**config.mk**
```make
export PLATFORM = sky130hd
export DESIGN_NAME = seq_divider
export DESIGN_NICKNAME = d
export VERILOG_FILES = /design/src/rtl/seq_divider.sv
export SDC_FILE = /design/constraint.sdc
export NUM_CORES = 1
export LEC_CHECK = 0
export BUFFER_PORTS_ARGS = -buffer_cell sky130_fd_sc_hd__buf_2
export CAP_MARGIN = 15
export CORE_MARGIN = 2
export CORE_UTILIZATION = 33
export DETAILED_ROUTE_END_ITERATION = 6
export PLACE_DENSITY_LB_ADDON = 0.08
export SYNTH_ARGS = -nofsm -noshare
export SYNTH_HDL_FRONTEND = slang
export SYNTH_SLANG_ARGS = --single-unit
```
**constraint.sdc**
```tcl
create_clock -name clk -period 5.3 [get_ports clk]
set_clock_uncertainty 0.1 [all_clocks]
set_input_delay 0.53 -clock clk [delete_from_list [all_inputs] [get_ports clk]]
set_output_delay 0.53 -clock clk [all_outputs]
set_load 0.005 [all_outputs]
```
**src/rtl/seq_divider.sv**
```systemverilog
`timescale 1ns/1ps
module seq_divider #(
  parameter int WIDTH = 32
) (
  input  logic             clk,
  input  logic             rst_n,
  input  logic             start,
  input  logic             signed_mode,
  input  logic [WIDTH-1:0] dividend,
  input  logic [WIDTH-1:0] divisor,
  output logic             busy,
  output logic             done,
  output logic [WIDTH-1:0] quotient,
  output logic [WIDTH-1:0] remainder
);
  localparam int CW = $clog2(WIDTH + 1);
  localparam int AW = 2 * WIDTH + 1;

  typedef enum logic [1:0] {IDLE, STEP, FIXUP} state_t;

  state_t           state;
  logic [AW-1:0]    acc;
  logic [WIDTH-1:0] dvs;
  logic [CW-1:0]    step;
  logic             neg_q, neg_r;

  wire              accept = start && (state == IDLE);
  wire              n_neg  = signed_mode && dividend[WIDTH-1];
  wire              d_neg  = signed_mode && divisor[WIDTH-1];
  wire [WIDTH-1:0]  n_mag  = n_neg ? -dividend : dividend;
  wire [WIDTH-1:0]  d_mag  = d_neg ? -divisor  : divisor;

  wire [WIDTH:0]    upper  = acc[AW-1:WIDTH];
  wire [WIDTH-1:0]  lower  = acc[WIDTH-1:0];
  wire [WIDTH+1:0]  trial  = {1'b0, upper} - {2'b00, dvs};
  wire              fits   = ~trial[WIDTH+1];
  wire [WIDTH:0]    kept   = fits ? trial[WIDTH:0] : upper;
  wire [WIDTH-1:0]  rem_u  = acc[AW-1:WIDTH+1];

  assign busy = (state != IDLE);

  always_ff @(posedge clk or negedge rst_n) begin
    if (!rst_n) begin
      state     <= IDLE;
      acc       <= '0;
      dvs       <= '0;
      step      <= '0;
      neg_q     <= 1'b0;
      neg_r     <= 1'b0;
      done      <= 1'b0;
      quotient  <= '0;
      remainder <= '0;
    end else begin
      done <= 1'b0;
      case (state)
        IDLE: if (accept) begin
          acc   <= {{WIDTH{1'b0}}, n_mag, 1'b0};
          dvs   <= d_mag;
          neg_q <= n_neg ^ d_neg;
          neg_r <= n_neg;
          step  <= '0;
          state <= STEP;
        end
        STEP: begin
          acc  <= {kept[WIDTH-1:0], lower, fits};
          step <= step + 1'b1;
          if (step == CW'(WIDTH - 1)) state <= FIXUP;
        end
        FIXUP: begin
          quotient  <= neg_q ? -lower : lower;
          remainder <= neg_r ? -rem_u : rem_u;
          done      <= 1'b1;
          state     <= IDLE;
        end
        default: state <= IDLE;
      endcase
    end
  end
endmodule

```
==> Flow_metrics.wiki, run 1 <==
{| class="wikitable"
! Metric !! Value
|-
| Detailed-route DRC error count || 0
|-
| Clock input transition at the sequential cells of the worst setup and hold paths || 0.07 ns
|-
| Number of top-level pins || 134
|-
| Worst-margin pin slew || 0.980 ns
|-
| Fin cells || 1808
|-
| Primary FF master, synth || sky130_fd_sc_hd__dfrtp_1
|-
| Count of nets after finishing || 1459
|-
| Via count of the first global-routing pass || 8802
|-
| Count of synthesis-stage warnings from yosys || 0
|-
| TritonCTS Sinks || 172
|-
| Worst Setup SP || acc[38]$_DFFE_PN0P_
|-
| Top delay family on crit path || compound AO/OA/AOI/OAI gates
|-
| Setup violations, final || 0
|-
| Average footprint of a synthesized cell || 8.63 µm²
|-
| Number of iterations in the first detailed-routing pass || 5
|-
| Normalized max-slew margin || 0.341
|-
| Critical path's slowest cell || sky130_fd_sc_hd__a311oi_1
|-
| Sequential area share after synthesis || 0.397
|-
| Detailed Route Iter0 Violations || 515
|-
| Placer Congestion || 0.816
|-
| Area of the die || 0.0343 mm²
|-
| Largest net degree at the start of global routing || 101
|-
| Setup Total Neg Slack || 0 ns
|-
| Hpwl dp || 22000 µm
|-
| Buffer count from post-CTS setup fixing || 0
|-
| Number of filler instances in the final layout || 3403
|-
| Crit Reg-Reg Startpoint || acc[38]$_DFFE_PN0P_
|-
| CTS tree || yes
|-
| Resize count post-CTS || 0
|-
| Leakage power summed over all cells || 5.57 nW
|-
| Per-cell via count in the routed design || 5.09
|-
| Vias post-DR || 9197
|-
| Maximum fanout along the worst path || 16
|-
| Worst-case clock buffer depth || 2
|-
| Hold buffer count at CTS || 0
|-
| Core region area || 0.0325 mm²
|-
| IO buf count || 133
|-
| Critical Path End Type || flip-flop
|-
| Total Wirelength || 30100 µm
|-
| Antenna viol nets, final || 0
|-
| Critical Path, Cell by Cell || ha_1 > a211oi_1 > nor2_1 > o31a_1 > a311oi_1 > o211ai_1 > a31oi_1 > or2_2 > buf_4 > nor3_1 > a311o_1
|-
| Power per cell area || 548 mW/mm²
|-
| Maximum VDD drop || 284 µV
|-
| Num CTS Buffers || 17
|-
| Start-to-end type of the worst setup path || flip-flop to flip-flop
|-
| Cell row count || 66
|-
| EDFF count, synth || 0
|-
| Number of endpoints with negative hold slack in the final report || 0
|-
| Max-cap violation count || 0
|-
| H-tree levels || 4
|-
| Global router's overall resource usage || 0.179
|-
| Initial antenna violation count || 0
|-
| Global-route wire length before repair || 48400 µm
|-
| Effective utilization at floorplan || 0.334
|-
| Share of final-layout standard cells stronger than drive strength 1 || 0.142
|-
| Combined buffer and inverter count along the critical path || 1
|-
| Final critical delay including setup and external delays || 4.07 ns
|-
| Synthesis-to-layout area growth || 15.3%
|-
| Number of storage elements in the synthesis netlist || 172
|-
| Worst path arrival time || 4.29 ns
|-
| Max Clock Freq || 0.245 GHz
|-
| Hold Crit Class || primary input to asynchronous set/reset pin
|-
| Count of cell types in the netlist || 54
|-
| Commonest cells after routing, fill and taps aside || sky130_fd_sc_hd__o21ai_0 (208), sky130_fd_sc_hd__dfrtp_1 (172), sky130_fd_sc_hd__nand2_1 (157), sky130_fd_sc_hd__buf_2 (132), sky130_fd_sc_hd__xor2_1 (91)
|-
| Most common library cell in the layout ignoring fill and taps || sky130_fd_sc_hd__o21ai_0
|-
| Final Cycle Share || 0.769
|-
| CP required || 5.52 ns
|-
| Clk root buf || sky130_fd_sc_hd__clkbuf_16
|-
| Post-synthesis cell count || 1257
|-
| Total number of cells along the worst setup path || 11
|-
| Post-layout total power || 6.85 mW
|-
| Final count of pins violating max slew || 0
|-
| Final antenna diode count || 0
|-
| Top cells by area, synth || sky130_fd_sc_hd__dfrtp_1 (40%), sky130_fd_sc_hd__o21ai_0 (9.6%), sky130_fd_sc_hd__xor2_1 (7.3%), sky130_fd_sc_hd__nand2_1 (5.5%), sky130_fd_sc_hd__xnor2_1 (4.4%)
|-
| Clk Latency, worst-skew pair || 0.44 ns
|-
| Share of synthesized registers carrying an async set or reset || 1.00
|-
| Portion of synthesized cell area occupied by the leading cell type || 0.397
|-
| Outcome || completed
|-
| Die X-Extent || 185 µm
|-
| RSZ-0062 raised after global routing || no
|-
| CP startpoint kind || flip-flop
|-
| Reg2Reg Depth || 11
|-
| Die Height || 185 µm
|-
| Area of the mapped netlist || 0.0108 mm²
|-
| Post-Syn Nets || 1363
|-
| Slowest cell delay on critical path || 0.60 ns
|-
| Worst reg2reg path endpoint || acc[53]$_DFFE_PN0P_
|-
| WL per Instance || 16.6 µm
|-
| Remaining global-route overflow || 0
|-
| Cell taking the most area after synthesis || sky130_fd_sc_hd__dfrtp_1
|-
| Setup crit end || acc[53]$_DFFE_PN0P_
|-
| Number of instances in the placed design || 1776
|-
| Slack of the worst reg-to-reg path || 1.23 ns
|}
[worst min-delay path by stage]
stage / end / start / cells after the start
6_report: remainder[7]$_DFFE_PN0P_ / rst_n / 1
2_1_floorplan: acc[0]$_DFFE_PN0P_ / rst_n / 0
3_3_place_gp: quotient[27]$_DFFE_PN0P_ / quotient[27]$_DFFE_PN0P_ / 2
5_1_grt: remainder[6]$_DFFE_PN0P_ / rst_n / 1
4_1_cts: remainder[6]$_DFFE_PN0P_ / rst_n / 1
3_5_place_dp: step[5]$_DFFE_PN0P_ / step[5]$_DFFE_PN0P_ / 1
[kinds of logic (layout without fill, tap and decap cells)]
kind of cell    count (synthesis)  after routing  synth area share
buf+inv                       121            230            0.0422
fa+ha+maj                      38             38            0.0445
xor+xnor                      145            145             0.117
mux                            28             28            0.0258
compound gates                390            390             0.215
flops                         172            172             0.397
simple gates                  363            363             0.159
[per-stage QoR]
step | worst slack, ns | hold slack, ns | utilization | cell area [µm²]
floorplan | 1.85 | 0.134 | - | 10800
global placement | 1.38 | 0.358 | 0.368 | 11900
detailed placement | 1.24 | 0.363 | 0.368 | 11900
CTS | 1.22 | 0.0429 | 0.385 | 12500
global route | 0.823 | 0.0751 | 0.385 | 12500
finish | 1.23 | 0.0115 | 0.385 | 12500
[synthesized netlist by cell type (28+ instances only)]
cell type / n
sky130_fd_sc_hd__o21ai_0: 208
sky130_fd_sc_hd__dfrtp_1: 172
sky130_fd_sc_hd__nand2_1: 158
sky130_fd_sc_hd__xor2_1: 91
sky130_fd_sc_hd__clkbuf_1: 60
sky130_fd_sc_hd__inv_1: 56
sky130_fd_sc_hd__nor2_1: 54
sky130_fd_sc_hd__xnor2_1: 54
sky130_fd_sc_hd__a21oi_1: 47
sky130_fd_sc_hd__ha_1: 37
sky130_fd_sc_hd__nand3_1: 34
sky130_fd_sc_hd__mux2i_1: 28
[area by class of cell]
| cell class | instances | area (µm²) | area share |
|---|---|---|---|
| multi-input combinational | 964 | 6110 | 0.488 |
| sequential | 172 | 4300 | 0.344 |
| timing repair buffer | 142 | 752 | 0.0601 |
| tap | 442 | 553 | 0.0442 |
| clock buffer | 17 | 425 | 0.0340 |
| inverter | 56 | 210 | 0.0168 |
| clock inverter | 15 | 153 | 0.0122 |
[worst reg2reg max path, delay by kind of cell, from the launching register on]
family                     cells  cell delay [ns]
AOI/OAI and AO/OA              6             2.11
and+or+nand+nor                3             0.56
DFF                            1             0.44
adders and majority gates      1             0.40
buffers and inverters          1             0.33
[routing by layer]
metal | vias up | global-route usage | wire length (µm)
met3 | 22 | 0.0269 | 1060
met5 | - | 0 | 0
met1 | 4328 | 0.281 | 16600
met4 | 0 | 0.0429 | 371
met2 | 190 | 0.253 | 12100
li1 | 4657 | - | -
[sequential cells by signal (all words and copies together) (netlist names)]
register / count
step: 6
quotient: 32
dvs: 32
neg_q: 1
neg_r: 1
acc: 65
state: 2
done: 1
remainder: 32
[report_power, final]
group	switching [mW]	internal (mW)	total, mW
Combinational	1.91	1.48	3.39
Sequential	0.521	1.66	2.18
Clock	0.609	0.665	1.27
Total	3.04	3.81	6.85
Power figures use the tool's default switching activity.
==> inputs of run 2 (changes only) <==
- clock period: 5.3 -> 4.1 ns (I/O delays scaled with it)
==> run 2 against run 1 <==
Setup slack got worse by 0.74 ns. Largest cell class unchanged. Sequential cell count unchanged. Critical path depth grew 3. Critical path type unchanged. Sequential share of layout area down 0.26 points.
==> Flow_metrics.wiki, run 2 (synthesized netlist as in run 1, its figures left out) <==
{| class="wikitable"
! Metric !! Value
|-
| Power share of the combinational group || 0.502 (+0.007)
|-
| Placer Congestion || 0.856 (+4.9%)
|-
| Number of endpoints with negative hold slack in the final report || 0 (unchanged)
|-
| Final antenna diode count || 0 (unchanged)
|-
| Number of flip-flops in the largest register || 65 (unchanged)
|-
| Commonest cells after routing, fill and taps aside || sky130_fd_sc_hd__o21ai_0 (208), sky130_fd_sc_hd__dfrtp_1 (172), sky130_fd_sc_hd__nand2_1 (157), sky130_fd_sc_hd__buf_2 (132), sky130_fd_sc_hd__xor2_1 (91)
|-
| Switching portion of total power || 0.439 (-0.00440)
|-
| Max Clock Freq || 0.277 GHz (+13%)
|-
| Vias post-DR || 9115 (-0.89%)
|-
| Final Cycle Share || 0.881 (+0.112)
|-
| Global-route wire length before repair || 48300 µm (-0.22%)
|-
| Max-cap violation count || 0 (unchanged)
|-
| Maximum VDD drop || 350 µV (+23%)
|-
| Number of filler instances in the final layout || 3397 (-0.18%)
|-
| Clock input transition at the sequential cells of the worst setup and hold paths || 0.08 ns (about the same)
|-
| Area of all sequential standard cells || 0.00430 mm² (unchanged)
|-
| Area of all placed cells without fillers || 0.0126 mm² (+0.76%)
|-
| Hold Slack || 0.165 ns (+0.154 ns)
|-
| Initial antenna violation count || 0 (unchanged)
|-
| Die Height || 185 µm (unchanged)
|-
| P_sw || 3.92 mW (+29%)
|-
| WL per Instance || 16.4 µm (-1.6%)
|-
| Most common library cell in the layout ignoring fill and taps || sky130_fd_sc_hd__o21ai_0
|-
| Synthesis-to-layout area growth || 16.2%
|-
| Via count of the first global-routing pass || 8755 (-0.53%)
|-
| CTS tree || yes
|-
| Internal Pwr Total || 5.00 mW (+31%)
|-
| Antenna viol nets, final || 0 (unchanged)
|-
| Detailed Route Iter0 Violations || 488 (-5.2%)
|-
| Area of the die || 0.0343 mm² (unchanged)
|-
| Clk root buf || sky130_fd_sc_hd__clkbuf_16
|-
| Count of nets after finishing || 1469 (+0.69%)
|-
| Normalized max-slew margin || 0.386 (+0.0444)
|-
| Start-to-end type of the worst setup path || flip-flop to flip-flop
|-
| Remaining global-route overflow || 0 (unchanged)
|-
| RSZ-0062 raised after global routing || no
|-
| Die X-Extent || 185 µm (unchanged)
|-
| Maximum fanout along the worst path || 4 (-12)
|-
| Largest net degree at the start of global routing || 89 (-12%)
|-
| Num CTS Buffers || 17 (unchanged)
|-
| CP startpoint kind || flip-flop
|-
| Power per cell area || 707 mW/mm² (+29%)
|-
| Hpwl dp || 22100 µm (+0.45%)
|-
| H-tree levels || 4 (unchanged)
|-
| IO buf count || 133 (unchanged)
|-
| Number of iterations in the first detailed-routing pass || 5 (unchanged)
|-
| Effective utilization at floorplan || 0.334 (unchanged)
|-
| Met3 WL post-DR || 1250 µm (+18%)
|-
| TritonCTS Sinks || 172 (unchanged)
|-
| Hold Crit Class || primary input to flip-flop
|-
| Final count of pins violating max slew || 0 (unchanged)
|-
| Worst-case clock buffer depth || 2 (unchanged)
|-
| Final critical delay including setup and external delays || 3.61 ns (-0.463 ns)
|-
| Total Wirelength || 29800 µm (-1.1%)
|-
| Detailed-route DRC error count || 0 (unchanged)
|-
| Setup Total Neg Slack || 0 ns (unchanged)
|-
| Worst path arrival time || 3.83 ns (-0.46 ns)
|-
| Worst-margin pin slew || 0.922 ns (-0.0582 ns)
|-
| Highest Signal Layer || met4
|-
| Leakage power summed over all cells || 5.62 nW (+0.87%)
|-
| Area used by multi-input combinational logic || 0.00611 mm² (unchanged)
|-
| Number of top-level pins || 134 (unchanged)
|-
| Share of final-layout standard cells stronger than drive strength 1 || 0.147 (+0.00478)
|-
| Setup violations, final || 0 (unchanged)
|-
| CP required || 4.32 ns (-1.20 ns)
|-
| Portion of total power attributed to sequential cells || 0.314 (-0.005)
|-
| Clk pwr share || 0.184 (-0.002)
|-
| Total cell area at the placement stage || 0.0120 mm² (+0.67%)
|-
| Global router's overall resource usage || 0.179 (-0.000253)
|-
| Core region area || 0.0325 mm² (unchanged)
|-
| Post-Route M1 WL || 16100 µm (-2.6%)
|-
| Critical Path End Type || flip-flop
|-
| Outcome || completed
|-
| Cell row count || 66 (unchanged)
|-
| Routed length on met2 || 12100 µm (-0.46%)
|-
| Clk Latency, worst-skew pair || 0.43 ns (about the same)
|-
| Register containing the most flip-flops in the final layout || acc
|-
| Per-cell via count in the routed design || 5.01 (-1.4%)
|}
==> run 2: cell types whose count changed in the layout (fill, tap and decap cells not counted), sizes merged <==
cell	previous run	this run
buf	142	151
clkbuf	17	18
clkinvlp	3	4
dlygate4sd3	0	1
inv	64	62
==> run 2: what timing repair did <==
| action | 4_1_cts | 5_1_grt |
|---|---|---|
| gates resized for setup | 0 | 0 |
| hold buffers | 1 | 0 |
| setup buffers | 0 | 0 |
| hold endpoints to repair | 74 | 0 |
==> run 2: layout make-up <==
class / instances / area share
sequential: 172 / 0.342
clock buffer: 18 / 0.0341
tap: 442 / 0.0439
inverter: 56 / 0.0167
multi-input combinational: 964 / 0.485
clock inverter: 14 / 0.0122
timing repair buffer: 152 / 0.0668
==> run 2: routing by layer <==
layer  GRT usage  up-vias
li1            -     4686
met5           0        -
met2       0.251      204
met3      0.0289       23
met1       0.281     4202
met4      0.0425        0
==> run 2: worst paths after layout <==
check | from | endpoint | slack (ns) | cells past startpoint
worst max-delay path | acc[32]$_DFFE_PN0P_ | acc[61]$_DFFE_PN0P_ | 0.49 | 14
worst min-delay path | divisor[1] | dvs[1]$_DFFE_PN0P_ | 0.17 | 3
worst max register to register | acc[32]$_DFFE_PN0P_ | acc[61]$_DFFE_PN0P_ | 0.49 | 14
worst min register to register | remainder[4]$_DFFE_PN0P_ | remainder[4]$_DFFE_PN0P_ | 0.37 | 2
max in group asynchronous | rst_n | acc[5]$_DFFE_PN0P_ | 2.53 | 3
min in group asynchronous | rst_n | remainder[4]$_DFFE_PN0P_ | 0.50 | 2
==> run 2: power groups by stage <==
stage	Clock [mW]	Sequential [mW]	Combinational (mW)
2_1_floorplan	0	2.59	3.43
5_1_grt	1.76	2.90	5.08
3_5_place_dp	0	2.83	4.48
4_1_cts	1.69	2.80	4.50
6_report	1.64	2.80	4.48
3_3_place_gp	0	2.83	4.48
==> run 2: worst max-delay path: stages (launching register included) <==
cell and delay, ns:
sky130_fd_sc_hd__dfrtp_1 0.40, sky130_fd_sc_hd__inv_1 0.06, sky130_fd_sc_hd__ha_1 0.13, sky130_fd_sc_hd__inv_1 0.05, sky130_fd_sc_hd__fa_1 0.43, sky130_fd_sc_hd__a211oi_1 0.25, sky130_fd_sc_hd__o21ai_0 0.22, sky130_fd_sc_hd__o311ai_0 0.37
sky130_fd_sc_hd__buf_4 0.20, sky130_fd_sc_hd__a31oi_1 0.09, sky130_fd_sc_hd__nor3_1 0.39, sky130_fd_sc_hd__o21ai_0 0.15, sky130_fd_sc_hd__a211oi_1 0.25, sky130_fd_sc_hd__nor4_1 0.08, sky130_fd_sc_hd__a311o_1 0.34
==> run 2: through the flow <==
stage,power [mW],cells,util,setup WS [ns]
CTS,8.99,1818,0.388,0.473
global placement,7.31,1785,0.370,0.521
detailed placement,7.31,1785,0.370,0.487
floorplan,6.02,1257,-,0.653
finish,8.92,1818,0.388,0.490
global route,9.74,1818,0.388,0.0984
==> inputs of run 3 (changes only) <==
- PLACE_DENSITY_LB_ADDON: 0.08 -> 0.3
==> run 3 against run 2 <==
Sequential cell count unchanged. Clock power barely moved. Cell area about the same. Cell count is 0.11% higher. Combinational power fell by 1%. Critical path depth stayed put. Register-to-register slack worse by 0.07 ns. Total power fell by 0.68%. Via count is 1.4% higher. Largest power group unchanged. Highest routed layer unchanged.
==> Flow_metrics.wiki, run 3 (synthesized netlist as in run 1, its figures left out) <==
{| class="wikitable"
! Metric !! Value
|-
| Outcome || completed
|-
| Area used by multi-input combinational logic || 0.00611 mm² (unchanged)
|-
| Worst path arrival time || 3.90 ns (+0.07 ns)
|-
| RSZ-0062 raised after global routing || no
|-
| Total Wirelength || 28700 µm (-3.7%)
|-
| Resize count post-CTS || 0 (unchanged)
|-
| Maximum fanout along the worst path || 4 (unchanged)
|-
| Detailed-route DRC error count || 0 (unchanged)
|-
| Hold Crit Class || primary input to flip-flop
|-
| Clk Latency, worst-skew pair || 0.43 ns (about the same)
|-
| IO buf count || 133 (unchanged)
|-
| Global-route wire length before repair || 46500 µm (-3.6%)
|-
| CP required || 4.32 ns (about the same)
|-
| Post-layout total power || 8.85 mW (-0.68%)
|-
| Die X-Extent || 185 µm (unchanged)
|-
| Via count of the first global-routing pass || 8721 (-0.39%)
|-
| Final Cycle Share || 0.898 (+0.0169)
|-
| CP startpoint kind || flip-flop
|-
| Buffer count from post-CTS setup fixing || 0 (unchanged)
|-
| Worst-margin pin slew || 0.994 ns (+0.0721 ns)
|-
| Register containing the most flip-flops in the final layout || acc
|-
| Worst-case clock buffer depth || 2 (unchanged)
|-
| Initial antenna violation count || 0 (unchanged)
|-
| Vias post-DR || 9244 (+1.4%)
|-
| Start-to-end type of the worst setup path || flip-flop to flip-flop
|-
| Clock input transition at the sequential cells of the worst setup and hold paths || 0.07 ns (about the same)
|-
| TritonCTS Sinks || 172 (unchanged)
|-
| Die Height || 185 µm (unchanged)
|-
| Largest net degree at the start of global routing || 93 (+4.5%)
|-
| Commonest cells after routing, fill and taps aside || sky130_fd_sc_hd__o21ai_0 (208), sky130_fd_sc_hd__dfrtp_1 (172), sky130_fd_sc_hd__nand2_1 (157), sky130_fd_sc_hd__buf_2 (132), sky130_fd_sc_hd__xor2_1 (91)
|-
| Area of the die || 0.0343 mm² (unchanged)
|-
| Per-cell via count in the routed design || 5.08 (+1.3%)
|-
| Number of iterations in the first detailed-routing pass || 7 (+2)
|-
| Fin cells || 1820 (+0.11%)
|-
| Clk root buf || sky130_fd_sc_hd__clkbuf_16
|-
| Setup Total Neg Slack || 0 ns (unchanged)
|-
| Area of all sequential standard cells || 0.00430 mm² (unchanged)
|-
| Number of filler instances in the final layout || 3354 (-1.3%)
|-
| Critical Path End Type || flip-flop
|-
| Global router's overall resource usage || 0.170 (-0.00876)
|-
| Synthesis-to-layout area growth || 16.1% (about the same)
|-
| Core region area || 0.0325 mm² (unchanged)
|-
| Share of final-layout standard cells stronger than drive strength 1 || 0.147 (about the same)
|-
| H-tree levels || 4 (unchanged)
|-
| Final count of pins violating max slew || 0 (unchanged)
|-
| Detailed Route Iter0 Violations || 656 (+34%)
|-
| Number of flip-flops in the largest register || 65 (unchanged)
|-
| Power per cell area || 703 mW/mm² (-0.61%)
|-
| Total cell area at the placement stage || 0.0120 mm² (about the same)
|-
| Effective utilization at floorplan || 0.334 (unchanged)
|-
| WL per Instance || 15.8 µm (-3.8%)
|-
| CTS tree || yes
|-
| Cell row count || 66 (unchanged)
|-
| Setup violations, final || 0 (unchanged)
|-
| Placer Congestion || 0.888 (+3.7%)
|-
| Maximum VDD drop || 344 µV (-1.7%)
|-
| Normalized max-slew margin || 0.337 (-0.0480)
|-
| Num CTS Buffers || 17 (unchanged)
|-
| Max-cap violation count || 0 (unchanged)
|-
| Hpwl dp || 21500 µm (-2.8%)
|-
| Antenna viol nets, final || 0 (unchanged)
|-
| Number of instances in the placed design || 1787 (+0.11%)
|-
| Number of top-level pins || 134 (unchanged)
|-
| Max Clock Freq || 0.272 GHz (-1.9%)
|-
| Leakage power summed over all cells || 5.63 nW (+0.14%)
|-
| Number of endpoints with negative hold slack in the final report || 0 (unchanged)
|-
| Hold Slack || 0.175 ns (+0.0102 ns)
|-
| Area of all placed cells without fillers || 0.0126 mm² (about the same)
|-
| Remaining global-route overflow || 0 (unchanged)
|-
| Count of nets after finishing || 1471 (+0.14%)
|-
| Final critical delay including setup and external delays || 3.68 ns (+0.0694 ns)
|-
| Most common library cell in the layout ignoring fill and taps || sky130_fd_sc_hd__o21ai_0
|}
run 3: path summary, 6_finish.rpt:
kind	from	end	slack, ns	depth (start not counted)
hold reg to reg	step[5]$_DFFE_PN0P_	step[5]$_DFFE_PN0P_	0.37	1
hold / removal	divisor[1]	dvs[1]$_DFFE_PN0P_	0.18	3
max in group asynchronous	rst_n	quotient[3]$_DFFE_PN0P_	2.41	3
setup reg to reg	acc[32]$_DFFE_PN0P_	acc[61]$_DFFE_PN0P_	0.42	14
setup / recovery	acc[32]$_DFFE_PN0P_	acc[61]$_DFFE_PN0P_	0.42	14
min in group asynchronous	rst_n	dvs[10]$_DFFE_PN0P_	0.46	2
run 3: area by class of cell:
| cell class | count | area share |
|---|---|---|
| clock buffers | 20 | 0.0355 |
| multi-input cells | 964 | 0.485 |
| well taps | 442 | 0.0439 |
| repair buffers | 154 | 0.0661 |
| clock inverters | 11 | 0.0107 |
| flip-flops and latches | 172 | 0.342 |
| diodes | 1 | 0.000199 |
| inverters | 56 | 0.0167 |
run 3: through the flow:
step / util / worst slack (ns)
2_1_floorplan: - / 0.653
3_3_place_gp: 0.370 / 0.539
3_5_place_dp: 0.370 / 0.465
4_1_cts: 0.388 / 0.447
5_1_grt: 0.388 / 0.219
6_report: 0.388 / 0.420
run 3: power breakdown:
group | switching (mW) | internal (mW) | leakage [nW]
clock network | 0.722 | 0.923 | 0.279
registers | 0.630 | 2.15 | 2.08
logic | 2.45 | 1.98 | 3.26
run 3: worst max-delay path, cell delays in order, from the launching register on:
cell	delay [ns]
sky130_fd_sc_hd__dfrtp_1	0.40
sky130_fd_sc_hd__inv_1	0.07
sky130_fd_sc_hd__ha_1	0.13
sky130_fd_sc_hd__inv_1	0.05
sky130_fd_sc_hd__fa_1	0.42
sky130_fd_sc_hd__a211oi_1	0.28
sky130_fd_sc_hd__o21ai_0	0.28
sky130_fd_sc_hd__o311ai_0	0.38
sky130_fd_sc_hd__buf_4	0.20
sky130_fd_sc_hd__a31oi_1	0.09
sky130_fd_sc_hd__nor3_1	0.35
sky130_fd_sc_hd__o21ai_0	0.13
sky130_fd_sc_hd__a211oi_1	0.26
sky130_fd_sc_hd__nor4_1	0.08
sky130_fd_sc_hd__a311o_1	0.35
run 3: what timing repair did:
item | CTS | global route
hold buffers | 1 | 0
setup endpoints to repair | 0 | 0
endpoints found under the hold margin | 76 | 0
run 3: per-layer routing:
metal	track usage	wire, µm
met1	0.254	14700
met2	0.258	12600
met3	0.0244	1120
met4	0.0394	231
met5	0	0
